==> config.mk <==
export PLATFORM = sky130hd
export DESIGN_NAME = issue_queue
export DESIGN_NICKNAME = d
export VERILOG_FILES = /design/src/rtl/iq_pkg.sv /design/src/rtl/iq_scan.sv /design/src/rtl/iq_place.sv /design/src/rtl/issue_queue.sv
export SDC_FILE = /design/constraint.sdc
export NUM_CORES = 1
export LEC_CHECK = 0
export BUFFER_PORTS_ARGS = -buffer_cell sky130_fd_sc_hd__buf_4
export CORE_UTILIZATION = 59
export DETAILED_ROUTE_END_ITERATION = 12
export PLACE_DENSITY_LB_ADDON = 0.1
export SLEW_MARGIN = 20
export SYNTH_ARGS = -nofsm -noshare
export SYNTH_HDL_FRONTEND = slang
export SYNTH_SLANG_ARGS = --single-unit
==> constraint.sdc <==
create_clock -name clk -period 18.2 [get_ports clk]
set_input_delay 3.64 -clock clk [delete_from_list [all_inputs] [get_ports clk]]
set_output_delay 3.64 -clock clk [all_outputs]
set_load 0.1 [all_outputs]
==> src/rtl/iq_pkg.sv <==
package iq_pkg;
  typedef enum logic {
    SLOT_EMPTY = 1'b0,
    SLOT_LOADED = 1'b1
  } slot_state_e;
endpackage

==> src/rtl/iq_scan.sv <==
// Finds the oldest ready entry and counts ready and busy entries.
module iq_scan #(
  parameter int DEPTH = 8,
  localparam int IW = $clog2(DEPTH),
  localparam int CW = $clog2(DEPTH + 1)
) (
  input  logic [DEPTH-1:0] rdy,
  input  logic [DEPTH-1:0] busy,
  output logic             any_rdy,
  output logic [IW-1:0]    first_idx,
  output logic [CW-1:0]    n_rdy,
  output logic [CW-1:0]    n_busy
);
  always_comb begin
    any_rdy   = 1'b0;
    first_idx = '0;
    n_rdy     = '0;
    n_busy    = '0;
    for (int i = 0; i < DEPTH; i++) begin
      if (rdy[i] && !any_rdy) begin
        any_rdy   = 1'b1;
        first_idx = IW'(i);
      end
      n_rdy  = n_rdy + CW'(rdy[i]);
      n_busy = n_busy + CW'(busy[i]);
    end
  end
endmodule

==> src/rtl/iq_place.sv <==
// Position in front of the first entry whose wavefront id is not smaller than the key.
module iq_place #(
  parameter int DEPTH = 8,
  parameter int WID_W = 3,
  localparam int CW = $clog2(DEPTH + 1)
) (
  input  logic [DEPTH*WID_W-1:0] wf_flat,
  input  logic [CW-1:0]          cnt,
  input  logic [WID_W-1:0]       key,
  output logic [CW-1:0]          pos
);
  always_comb begin
    pos = cnt;
    for (int i = DEPTH - 1; i >= 0; i--) begin
      if ((i < int'(cnt)) && (wf_flat[i*WID_W +: WID_W] >= key)) pos = CW'(i);
    end
  end
endmodule

==> src/rtl/issue_queue.sv <==
module issue_queue #(
  parameter int DEPTH  = 8,
  parameter int TAG_W  = 8,
  parameter int WID_W  = 3,
  parameter int MASK_W = 8,
  parameter int CNT_W  = 16
) (
  input  logic                            clk,
  input  logic                            rst,
  input  logic                            enq_valid,
  input  logic [TAG_W-1:0]                enq_tag,
  input  logic [WID_W-1:0]                enq_wfid,
  input  logic                            enq_scalar,
  input  logic                            enq_mem,
  input  logic                            vrf_grant,
  input  logic                            srf_grant,
  input  logic                            rd_cpl_valid,
  input  logic [TAG_W-1:0]                rd_cpl_tag,
  input  logic                            rd_cpl_vec,
  input  logic                            rd_cpl_sca,
  input  logic                            rein_valid,
  input  logic [TAG_W-1:0]                rein_tag,
  input  logic [WID_W-1:0]                rein_wfid,
  input  logic                            rein_scalar,
  input  logic                            rein_mem,
  input  logic                            unit_ready,
  input  logic [(2**WID_W)*MASK_W-1:0]    exec_masks,
  input  logic                            slot_take,
  output logic                            slot_valid,
  output logic [TAG_W-1:0]                slot_tag,
  output logic [WID_W-1:0]                slot_wfid,
  output logic                            slot_mem,
  output logic [MASK_W-1:0]               slot_mask,
  output logic [CNT_W-1:0]                stall_rf,
  output logic [CNT_W-1:0]                stall_add,
  output logic [CNT_W-1:0]                stall_sched,
  output logic [CNT_W-1:0]                stall_res,
  output logic [CNT_W-1:0]                stall_opd
);
  import iq_pkg::*;

  localparam int IW = $clog2(DEPTH);
  localparam int CW = $clog2(DEPTH + 1);

  // Queue storage, index 0 is the head.
  logic [TAG_W-1:0] q_tag [DEPTH];
  logic [WID_W-1:0] q_wf  [DEPTH];
  logic             q_sc  [DEPTH];
  logic             q_mem [DEPTH];
  logic             q_vd  [DEPTH];
  logic             q_sd  [DEPTH];
  logic [CW-1:0]    q_cnt;

  slot_state_e slot_st;
  assign slot_valid = (slot_st == SLOT_LOADED);

  // Readiness of each stored entry.
  logic [DEPTH-1:0] rdy, busy;
  always_comb begin
    for (int i = 0; i < DEPTH; i++) begin
      rdy[i]  = (i < int'(q_cnt)) && q_sd[i] && (q_sc[i] || q_vd[i]);
      busy[i] = (i < int'(q_cnt)) && !rdy[i];
    end
  end

  logic          any_rdy;
  logic [IW-1:0] first_idx;
  logic [CW-1:0] n_rdy, n_busy;

  iq_scan #(.DEPTH(DEPTH)) u_scan (
    .rdy(rdy), .busy(busy), .any_rdy(any_rdy),
    .first_idx(first_idx), .n_rdy(n_rdy), .n_busy(n_busy)
  );

  logic can_issue, disp, full, grant_ok, enq_acc, rein_acc, do_ins;
  assign can_issue = unit_ready && !slot_valid;
  assign disp      = any_rdy && can_issue;
  assign full      = (q_cnt == CW'(DEPTH));
  assign grant_ok  = srf_grant && (enq_scalar || vrf_grant);
  assign rein_acc  = rein_valid && !full;
  assign enq_acc   = enq_valid && grant_ok && !full && !rein_valid;
  assign do_ins    = rein_acc || enq_acc;

  // Completion updates, then removal of the issued entry (no holes).
  logic [TAG_W-1:0] c_tag [DEPTH];
  logic [WID_W-1:0] c_wf  [DEPTH];
  logic             c_sc  [DEPTH];
  logic             c_mem [DEPTH];
  logic             c_vd  [DEPTH];
  logic             c_sd  [DEPTH];
  logic [DEPTH*WID_W-1:0] c_wf_flat;
  logic [CW-1:0]    c_cnt;
  int src;

  always_comb begin
    for (int i = 0; i < DEPTH; i++) begin
      src = (disp && (i >= int'(first_idx))) ? i + 1 : i;
      if (src > DEPTH - 1) src = DEPTH - 1;
      c_tag[i] = q_tag[src];
      c_wf[i]  = q_wf[src];
      c_sc[i]  = q_sc[src];
      c_mem[i] = q_mem[src];
      c_vd[i]  = q_vd[src] | (rd_cpl_valid && rd_cpl_vec && (rd_cpl_tag == q_tag[src]));
      c_sd[i]  = q_sd[src] | (rd_cpl_valid && rd_cpl_sca && (rd_cpl_tag == q_tag[src]));
      c_wf_flat[i*WID_W +: WID_W] = c_wf[i];
    end
    c_cnt = q_cnt - CW'(disp);
  end

  logic [CW-1:0] age_pos, ins_pos;
  iq_place #(.DEPTH(DEPTH), .WID_W(WID_W)) u_place (
    .wf_flat(c_wf_flat), .cnt(c_cnt), .key(rein_wfid), .pos(age_pos)
  );
  assign ins_pos = rein_valid ? age_pos : c_cnt;

  // Insertion of the reinserted or new instruction.
  logic [TAG_W-1:0] i_tag;
  logic [WID_W-1:0] i_wf;
  logic             i_sc, i_mem, i_rdy;
  assign i_tag = rein_valid ? rein_tag    : enq_tag;
  assign i_wf  = rein_valid ? rein_wfid   : enq_wfid;
  assign i_sc  = rein_valid ? rein_scalar : enq_scalar;
  assign i_mem = rein_valid ? rein_mem    : enq_mem;
  assign i_rdy = rein_valid;

  always_ff @(posedge clk) begin
    for (int i = 0; i < DEPTH; i++) begin
      if (do_ins && (i == int'(ins_pos))) begin
        q_tag[i] <= i_tag; q_wf[i] <= i_wf; q_sc[i] <= i_sc;
        q_mem[i] <= i_mem; q_vd[i] <= i_rdy; q_sd[i] <= i_rdy;
      end else if (do_ins && (i > int'(ins_pos)) && (i > 0)) begin
        q_tag[i] <= c_tag[i-1]; q_wf[i] <= c_wf[i-1]; q_sc[i] <= c_sc[i-1];
        q_mem[i] <= c_mem[i-1]; q_vd[i] <= c_vd[i-1]; q_sd[i] <= c_sd[i-1];
      end else begin
        q_tag[i] <= c_tag[i]; q_wf[i] <= c_wf[i]; q_sc[i] <= c_sc[i];
        q_mem[i] <= c_mem[i]; q_vd[i] <= c_vd[i]; q_sd[i] <= c_sd[i];
      end
    end
  end

  always_ff @(posedge clk) begin
    if (rst) q_cnt <= '0;
    else     q_cnt <= c_cnt + CW'(do_ins);
  end

  // Issue slot.
  always_ff @(posedge clk) begin
    if (rst) begin
      slot_st   <= SLOT_EMPTY;
      slot_tag  <= '0;
      slot_wfid <= '0;
      slot_mem  <= 1'b0;
      slot_mask <= '0;
    end else if (slot_valid && slot_take) begin
      slot_st <= SLOT_EMPTY;
    end else if (disp) begin
      slot_st   <= SLOT_LOADED;
      slot_tag  <= q_tag[first_idx];
      slot_wfid <= q_wf[first_idx];
      slot_mem  <= q_mem[first_idx];
      slot_mask <= q_mem[first_idx] ? exec_masks[q_wf[first_idx]*MASK_W +: MASK_W] : '0;
    end
  end

  // Stall accounting.
  logic [1:0] add_inc;
  assign add_inc = 2'(enq_valid && grant_ok && (full || rein_valid)) + 2'(rein_valid && full);

  always_ff @(posedge clk) begin
    if (rst) begin
      stall_rf <= '0; stall_add <= '0; stall_sched <= '0;
      stall_res <= '0; stall_opd <= '0;
    end else begin
      stall_rf    <= stall_rf + CNT_W'(enq_valid && !grant_ok);
      stall_add   <= stall_add + CNT_W'(add_inc);
      stall_sched <= stall_sched + CNT_W'(n_rdy - CW'(disp));
      stall_res   <= stall_res + CNT_W'(any_rdy && !can_issue);
      stall_opd   <= stall_opd + CNT_W'(n_busy);
    end
  end
endmodule

### Yosys cells after proc, flatten, opt, wreduce, memory -nomap -nowiden

Memory sizes are Yosys's and may differ from the RTL's. A register that Yosys moved wholly into a read port is not among the register bits.
Index checks and enable logic that the tools add are counted.

* RAM bits: 120
* bits in registers: 97
* output and inout port bits: 101
* input bits: 109
* memories kept: 6
* word-level logic and storage cells: 528

* shifts and indexed selects: 1
* reductions and logical operators: 125
* multiplexer cells: 194
* $lt $le $gt $ge: 46
* eq/ne operators: 16
* $add $sub $neg: 23
* bitwise gates (word level): 107

Memories
* q_tag: words 8, bits a word 8, read ports 9, clocked after Yosys merged registers in 1, write ports 8, line issue_queue.sv:46 `logic [TAG_W-1:0] q_tag [DEPTH];`
* q_wf: words 8, bits a word 3, read ports 9, clocked after Yosys merged registers in 0, write ports 8, line issue_queue.sv:47 `logic [WID_W-1:0] q_wf [DEPTH];`
* q_mem: words 8, bits a word 1, read ports 9, clocked after Yosys merged registers in 0, write ports 8, line issue_queue.sv:49 `logic q_mem [DEPTH];`
* q_sc: words 8, bits a word 1, read ports 16, clocked after Yosys merged registers in 0, write ports 8, line issue_queue.sv:48 `logic q_sc [DEPTH];`
* q_sd: words 8, bits a word 1, read ports 16, clocked after Yosys merged registers in 0, write ports 8, line issue_queue.sv:51 `logic q_sd [DEPTH];`
* q_vd: words 8, bits a word 1, read ports 16, clocked after Yosys merged registers in 0, write ports 8, line issue_queue.sv:50 `logic q_vd [DEPTH];`

Operator list (number)
* 8-bit 2-to-1 mux: 17
* 1-bit 2-to-1 mux: 135
* 1-bit OR: 106
* 1-bit logical AND: 91
* 3-bit 2-to-1 mux: 26
* 8-bit == test: 8
* 64-bit by 7-bit variable part select with 8-bit output: 1
* 4-bit by 1-bit adder with 4-bit output: 13
* 4-bit 2-to-1 mux: 10
* 16-bit by 1-bit adder with 16-bit output: 2
* 3-bit by 4-bit less-than comparator with 1-bit output, first input constant: 8
* 3-bit >= comparator: 8
* 1-bit logical NOT: 20
* 16-bit adder: 1
* 16-bit by 2-bit adder with 16-bit output: 1
* 16-bit by 4-bit adder with 16-bit output: 1
* 4-bit == test, first input constant: 4
* 3-bit by 4-bit > comparator with 1-bit output, first input constant: 4
* 1-bit by 4-bit less-than comparator with 1-bit output, first input constant: 4
* 2-bit by 4-bit less-than comparator with 1-bit output, first input constant: 4
* 3-bit > comparator, second input constant: 4
* 2-bit 2-to-1 mux: 6
* 1-bit logical OR: 11
* 3-bit >= comparator, first input constant: 3
* other kinds (17): 24

### Depth between registers and ports, before layout

Gate-level depths: netlist (run 1).
An unclocked memory read counts as a cell.

* depth in word-level cells: 48
* gate-level depth with buffers: 27
* depth with buffers taken out: 22

### Cells and area by module

Synthesis (run 1) repeated with hierarchy kept, for this count alone.

* cells, all modules: 1706
* area total of the unflattened synthesis: 15742.6 um^2

By module, submodules not included
* issue_queue: area each 14587.7 um^2, cells each 1557, seq. area each 5555.3 um^2, instances 1
* iq_place: area each 726.9 um^2, cells each 100, seq. area each 0.0 um^2, instances 1
* iq_scan: area each 427.9 um^2, cells each 49, seq. area each 0.0 um^2, instances 1

### Least setup slack after synthesis (run 1)

No wires, ideal clock.

* kind: input to register
* start point: input port unit_ready
* end point: memory q_tag[3][2], data pin
* data arrival time: 7.572 ns
* stages on the path: 18
* path slack: 10.372 ns
* library setup time: 0.256 ns
* path buffers: 5
* required time: 17.944 ns
* cells stage by stage: nand2b_1 clkbuf_1 nor3_1 clkbuf_1 mux2i_1 inv_1 ha_1 a21o_1 a31oi_1 o211a_1 a32o_1 o221ai_1 o221ai_1 buf_2 buf_2 buf_1 nand3_1 a31o_2

RTL lines
* from (decl): line issue_queue.sv:26 `input logic unit_ready,`
* to (decl): line issue_queue.sv:46

==> impl_metrics.ini, run 1 <==
[logic_synthesis]
synth.most_common_cell = mux2i_1
netlist_area_um2 = 16000
synth_seq_area_share_pct = 34.7
synth_cell_types = 106
yosysWarnings = 0
synth_top_area_share_pct = 19.7
synth_commonest_cells = mux2i_1 (184), nand2_1 (165), nor2_1 (140)
synth_ff_type = dfxtp_1
ys_ff_latch = 225
syn_area_per_cell_um2 = 9.27
synth_top_area_cell = edfxtp_1
synth_enable_flop_cells = 105
async_reset_ff_share_pct = 0
ys_top_cells_by_area = edfxtp_1 (20%), dfxtp_1 (15%), mux2i_1 (12%)
syn_inst = 1727

[min_path]
min_to = slot_wfid[1]
min_from = slot_wfid[1]
min_path_type = flop to flop
hold_path_depth = 2

[floorplan]
dieArea_um2 = 27800
rows = 59
io-pin-count = 210
die_w_um = 167
die_y_um = 167
core_um2 = 26400
start_util_pct = 60.8

[sta]
slew_viol_final = 0
period_minus_slack_ns = 8.59
slew_headroom_pct = 6.83
fin_setup_tns_ns = 0
fmax_mhz = 116
setup_viol = 0
rsz0062_at_grt = no
worst_pin_slew_ns = 1.36
hold-worst-slack_ns = 0.467
post-route-period-util_pct = 47.2
clock_skew_ns = 0.0169
finalHoldViolCount = 0

[worst_setup_path]
path_class = input port to flop
crit_arrival_ns = 8.95
reg2reg_slack_ns = 9.93
r2r-end = q_tag[4][2]
crit_fanout = 22
critPathLaunchType = input port
required_ns = 18.57
worstRegToRegCells = 23
cp-startpoint = unit_ready
cp-end-kind = flop
r2r_start = q_cnt[3]

[clock_tree]
cts-root-buf = clkbuf_16
cts-resized-gates = 0
cts_buffers = 27
insertion_delay_ns = 0.56
post_cts_buffers = 0
clk_path_buf_depth = 3
h-tree-depth = 1
cts_tree = yes
ctsHoldBuffers = 0
cts_sinks = 225
clk_pin_slew_ns = 0.06

[cells_and_area]
area_growth_pct = 19.0
nets = 2164
n_antenna_cell = 0
nFillCells = 1986
layout-drive-gt1-share_pct = 19.2

[detailed_routing]
avgViaCountPerCell = 6.38
vias = 14915
drc = 0
drt_iter0_drc = 1801
wl_per_cell_um = 22.2
wl_um = 51800
dr.pass1.iters = 8
detail-route-antenna-nets = 0

[place]
port_buffers = 209
place_congestion = 0.958
dpl.hpwl_um = 38000

[grt]
overflow = 0
globalRouteTotalUtil_pct = 36.5
grt_pass1_vias = 14362
grt_pass1_wl_um = 79700
grt_max_degree = 82
antenna_found_initial = 0

[job]
cap_violations = 0

[status]
status = finished, final reports clean
==> worst max path at each step <==
stage,to,depth (start not counted)
finish,q_tag[4][2],19
global route,q_tag[4][2],19
CTS,q_tag[4][2],19
detailed placement,q_tag[4][1],19
global placement,q_wf[4][0],19
floorplan,q_tag[3][2],18
==> registers in the layout, indices dropped and copies added, names as in the netlist, named ones only <==
signal and count:
slot_tag 8, q_mem 8, stall_sched 16, q_cnt 4, q_vd 8, slot_wfid 3, q_wf 21, slot_valid 1
q_tag 56, slot_mask 8, stall_add 16, stall_res 16, stall_opd 16, q_sd 8, stall_rf 16, slot_mem 1
q_sc 8
==> per-stage QoR <==
| step | util, % | worst slack (ns) | area [um^2] | instances |
|---|---|---|---|---|
| 3_5_place_dp | 68.8 | 9.29 | 18100 | 2288 |
| 4_1_cts | 72.3 | 9.79 | 19100 | 2337 |
| 5_1_grt | 72.3 | 9.33 | 19100 | 2337 |
| 2_1_floorplan | - | 10.37 | 16400 | 1818 |
| 6_report | 72.3 | 9.61 | 19100 | 2337 |
| 3_3_place_gp | 68.8 | 9.56 | 18100 | 2288 |
==> cell usage in the layout, fill, tap and decap left out, types with 37 or more instances in the layout <==
| master | n |
|---|---|
| buf_4 | 230 |
| xor2_1 | 64 |
| dfxtp_1 | 120 |
| mux2i_1 | 183 |
| a21oi_1 | 53 |
| conb_1 | 92 |
| nand3_1 | 52 |
| nor2_1 | 137 |
| nand2_1 | 165 |
| inv_1 | 70 |
| xnor2_1 | 56 |
| ha_1 | 62 |
| o21ai_0 | 88 |
| edfxtp_1 | 105 |
| a31oi_1 | 37 |
==> critical path, stage by stage <==
cell and delay, ns:
buf_4 0.08, nor2b_1 0.59, o21ai_4 0.32, inv_4 0.27
a31oi_4 0.29, mux2i_1 0.37, inv_1 0.08, ha_1 0.29
a21o_1 0.15, a31oi_1 0.21, o21ai_0 0.11, a21boi_1 0.24
nor2_1 0.12, o41ai_4 0.34, buf_4 0.36, inv_2 0.29
nand2_1 0.54, mux2_2 0.42, mux2i_1 0.19
==> final cells by class <==
| cell class | count | area [um^2] | area share, % |
|---|---|---|---|
| inverters | 76 | 288 | 1.51 |
| clock buffers | 40 | 853 | 4.48 |
| multi-input cells | 1422 | 10100 | 53.2 |
| repair buffers | 230 | 1730 | 9.06 |
| flip-flops and latches | 225 | 5560 | 29.2 |
| clock inverters | 9 | 71.3 | 0.374 |
| well taps | 335 | 419 | 2.20 |
==> per-layer routing <==
layer,routed length [um],global-route usage (%),vias up,part of all wire [%]
met2,23200,57.4,886,45
met4,2200,15.7,0,4.2
li1,-,-,6777,-
met1,20600,47.7,7070,40
met5,0,0,-,0
met3,5860,9.15,182,11
==> logic make-up (layout without fill, tap and decap cells) <==
| logic type | after synthesis | in the layout | synth area share (%) |
|---|---|---|---|
| compound gates | 409 | 409 | 18.7 |
| mux | 215 | 215 | 13.7 |
| other cells | 1 | 92 | 0.0234 |
| simple gates | 511 | 511 | 15.3 |
| buf+inv | 171 | 355 | 4.52 |
| flops | 225 | 225 | 34.7 |
| fa+ha+maj | 73 | 73 | 6.22 |
| xor+xnor | 122 | 122 | 6.77 |
Power of run 1 is not shown: default switching activity piles up to over one toggle a cycle in this logic, so the estimate is an artifact.
==> run 2, diff against run 1 <==
Clock period 18.2 ns to 8.8 ns, I/O delays scaled along.
==> impl_metrics.ini, run 2 (same netlist as run 1, synthesis figures left out) <==
[status]
status = finished, final reports clean

[sta]
setup_ws_ns = 1.16
period_minus_slack_ns = 7.64
rsz0062_at_grt = no
fin_setup_tns_ns = 0
finalHoldViolCount = 0
clock_skew_ns = 0.0257
slew_headroom_pct = 13.7
post-route-period-util_pct = 86.8
setup_viol = 0
fmax_mhz = 131
worst_pin_slew_ns = 1.26
slew_viol_final = 0

[detailed_routing]
drc = 0
wl_met1_um = 20700
dr.pass1.iters = 8
wl_um = 51800
wl_per_cell_um = 22.2
drt_iter0_drc = 1822
detail-route-antenna-nets = 0
vias = 15065
maxUsedRoutingLayer = met5
met3_length_um = 5380
wl_met2_um = 23300
avgViaCountPerCell = 6.45

[min_path]
min_path_type = flop to flop

[worst_setup_path]
crit_fanout = 33
crit_arrival_ns = 8.03
slowest_delay_ns = 0.60
path_buf_inv = 4
critPathLaunchType = flop
path_delay_family = compound AO/OA/AOI/OAI gates
crit_chain = or3_1 -> o21ai_0 -> ha_1 -> inv_1 -> a211oi_4 -> nand3_2 -> o21ai_4 -> inv_4 -> a31oi_4 -> mux2i_1 -> inv_1 -> ha_1 -> a21o_1 -> a31oi_1 -> o21ai_0 -> a21boi_1 -> o221ai_1 -> o221ai_4 -> buf_4 -> a21o_1 -> mux2_2 -> a21oi_1
cpMaxStageDelayCell = a21o_1
required_ns = 9.19
path_class = flop to flop
cp-end-kind = flop

[place]
placed_area_um2 = 18100
post-place-ws_ns = 1.41
port_buffers = 209
dpl.hpwl_um = 38200
place_congestion = 0.977

[clock_tree]
cts_tree = yes
cts_sinks = 225
clk_path_buf_depth = 3
cts-resized-gates = 0
cts-root-buf = clkbuf_16
clk_pin_slew_ns = 0.06
cts_buffers = 26
ctsHoldBuffers = 0
insertion_delay_ns = 0.56
post_cts_buffers = 0
h-tree-depth = 1

[grt]
overflow = 0
grt_pass1_vias = 14203
grt_pass1_wl_um = 79800
grt_max_degree = 96
globalRouteTotalUtil_pct = 36.4
antenna_found_initial = 1

[floorplan]
die_w_um = 167
start_util_pct = 60.8
die_y_um = 167
rows = 59
dieArea_um2 = 27800
io-pin-count = 210
core_um2 = 26400

[cells_and_area]
largest_reg_flops = 56
reg_top3 = q_tag: 56 flops, q_wf: 21 flops
layout-drive-gt1-share_pct = 19.2
largest-register = q_tag
nFillCells = 2063
seqCellArea_um2 = 5560
area_growth_pct = 18.9
final_design_area_no_fill_um2 = 19000
multi_input_area_um2 = 10200
layout_commonest_cell = buf_4
n_antenna_cell = 0
nets = 2164
mostFrequentLayoutCells = buf_4 (230), mux2i_1 (183), nand2_1 (165)

[job]
cap_violations = 0
run 2: cell count changes in the layout (fill, tap and decap cells not counted), sizes merged:
cell,before,now
clkbuf,40,42
clkinv,7,5
inv,77,76
buf,230,231
run 2: worst paths after layout:
check | depth (start not counted) | slack (ns) | start | end
setup reg to reg | 22 | 1.16 | q_cnt[3] | q_wf[6][2]
hold / removal | 2 | 0.46 | slot_wfid[1] | slot_wfid[1]
hold reg to reg | 2 | 0.46 | slot_wfid[1] | slot_wfid[1]
setup / recovery | 22 | 1.16 | q_cnt[3] | q_wf[6][2]
run 2: layout make-up:
| cell class | instances | share of cell area, % |
|---|---|---|
| flip-flops and latches | 225 | 29.2 |
| well taps | 335 | 2.20 |
| clock buffers | 42 | 4.32 |
| clock inverters | 6 | 0.348 |
| inverters | 76 | 1.51 |
| repair buffers | 231 | 9.13 |
| multi-input cells | 1422 | 53.3 |
run 2: worst register-to-register path, cell delays in order, from the launching register on:
cell and delay [ns]:
dfxtp_1 0.50, or3_1 0.48, o21ai_0 0.35, ha_1 0.44
inv_1 0.22, a211oi_4 0.58, nand3_2 0.19, o21ai_4 0.51
inv_4 0.19, a31oi_4 0.56, mux2i_1 0.36, inv_1 0.08
ha_1 0.30, a21o_1 0.16, a31oi_1 0.18, o21ai_0 0.10
a21boi_1 0.24, o221ai_1 0.22, o221ai_4 0.16, buf_4 0.52
a21o_1 0.60, mux2_2 0.41, a21oi_1 0.15
run 2: per-stage QoR:
stage | hold WS (ns) | util [%] | std cells
global placement | 0.444 | 68.8 | 2288
global route | 0.479 | 72.3 | 2337
CTS | 0.462 | 72.2 | 2337
finish | 0.463 | 72.3 | 2337
floorplan | 0.518 | - | 1818
detailed placement | 0.454 | 68.9 | 2289
run 2: layer usage:
metal	track usage, %	vias up
met5	0	-
met4	17.6	2
met3	6.06	184
met2	58.0	909
met1	48.2	7168
li1	-	6802
Power of run 2 is left out for the same reason.
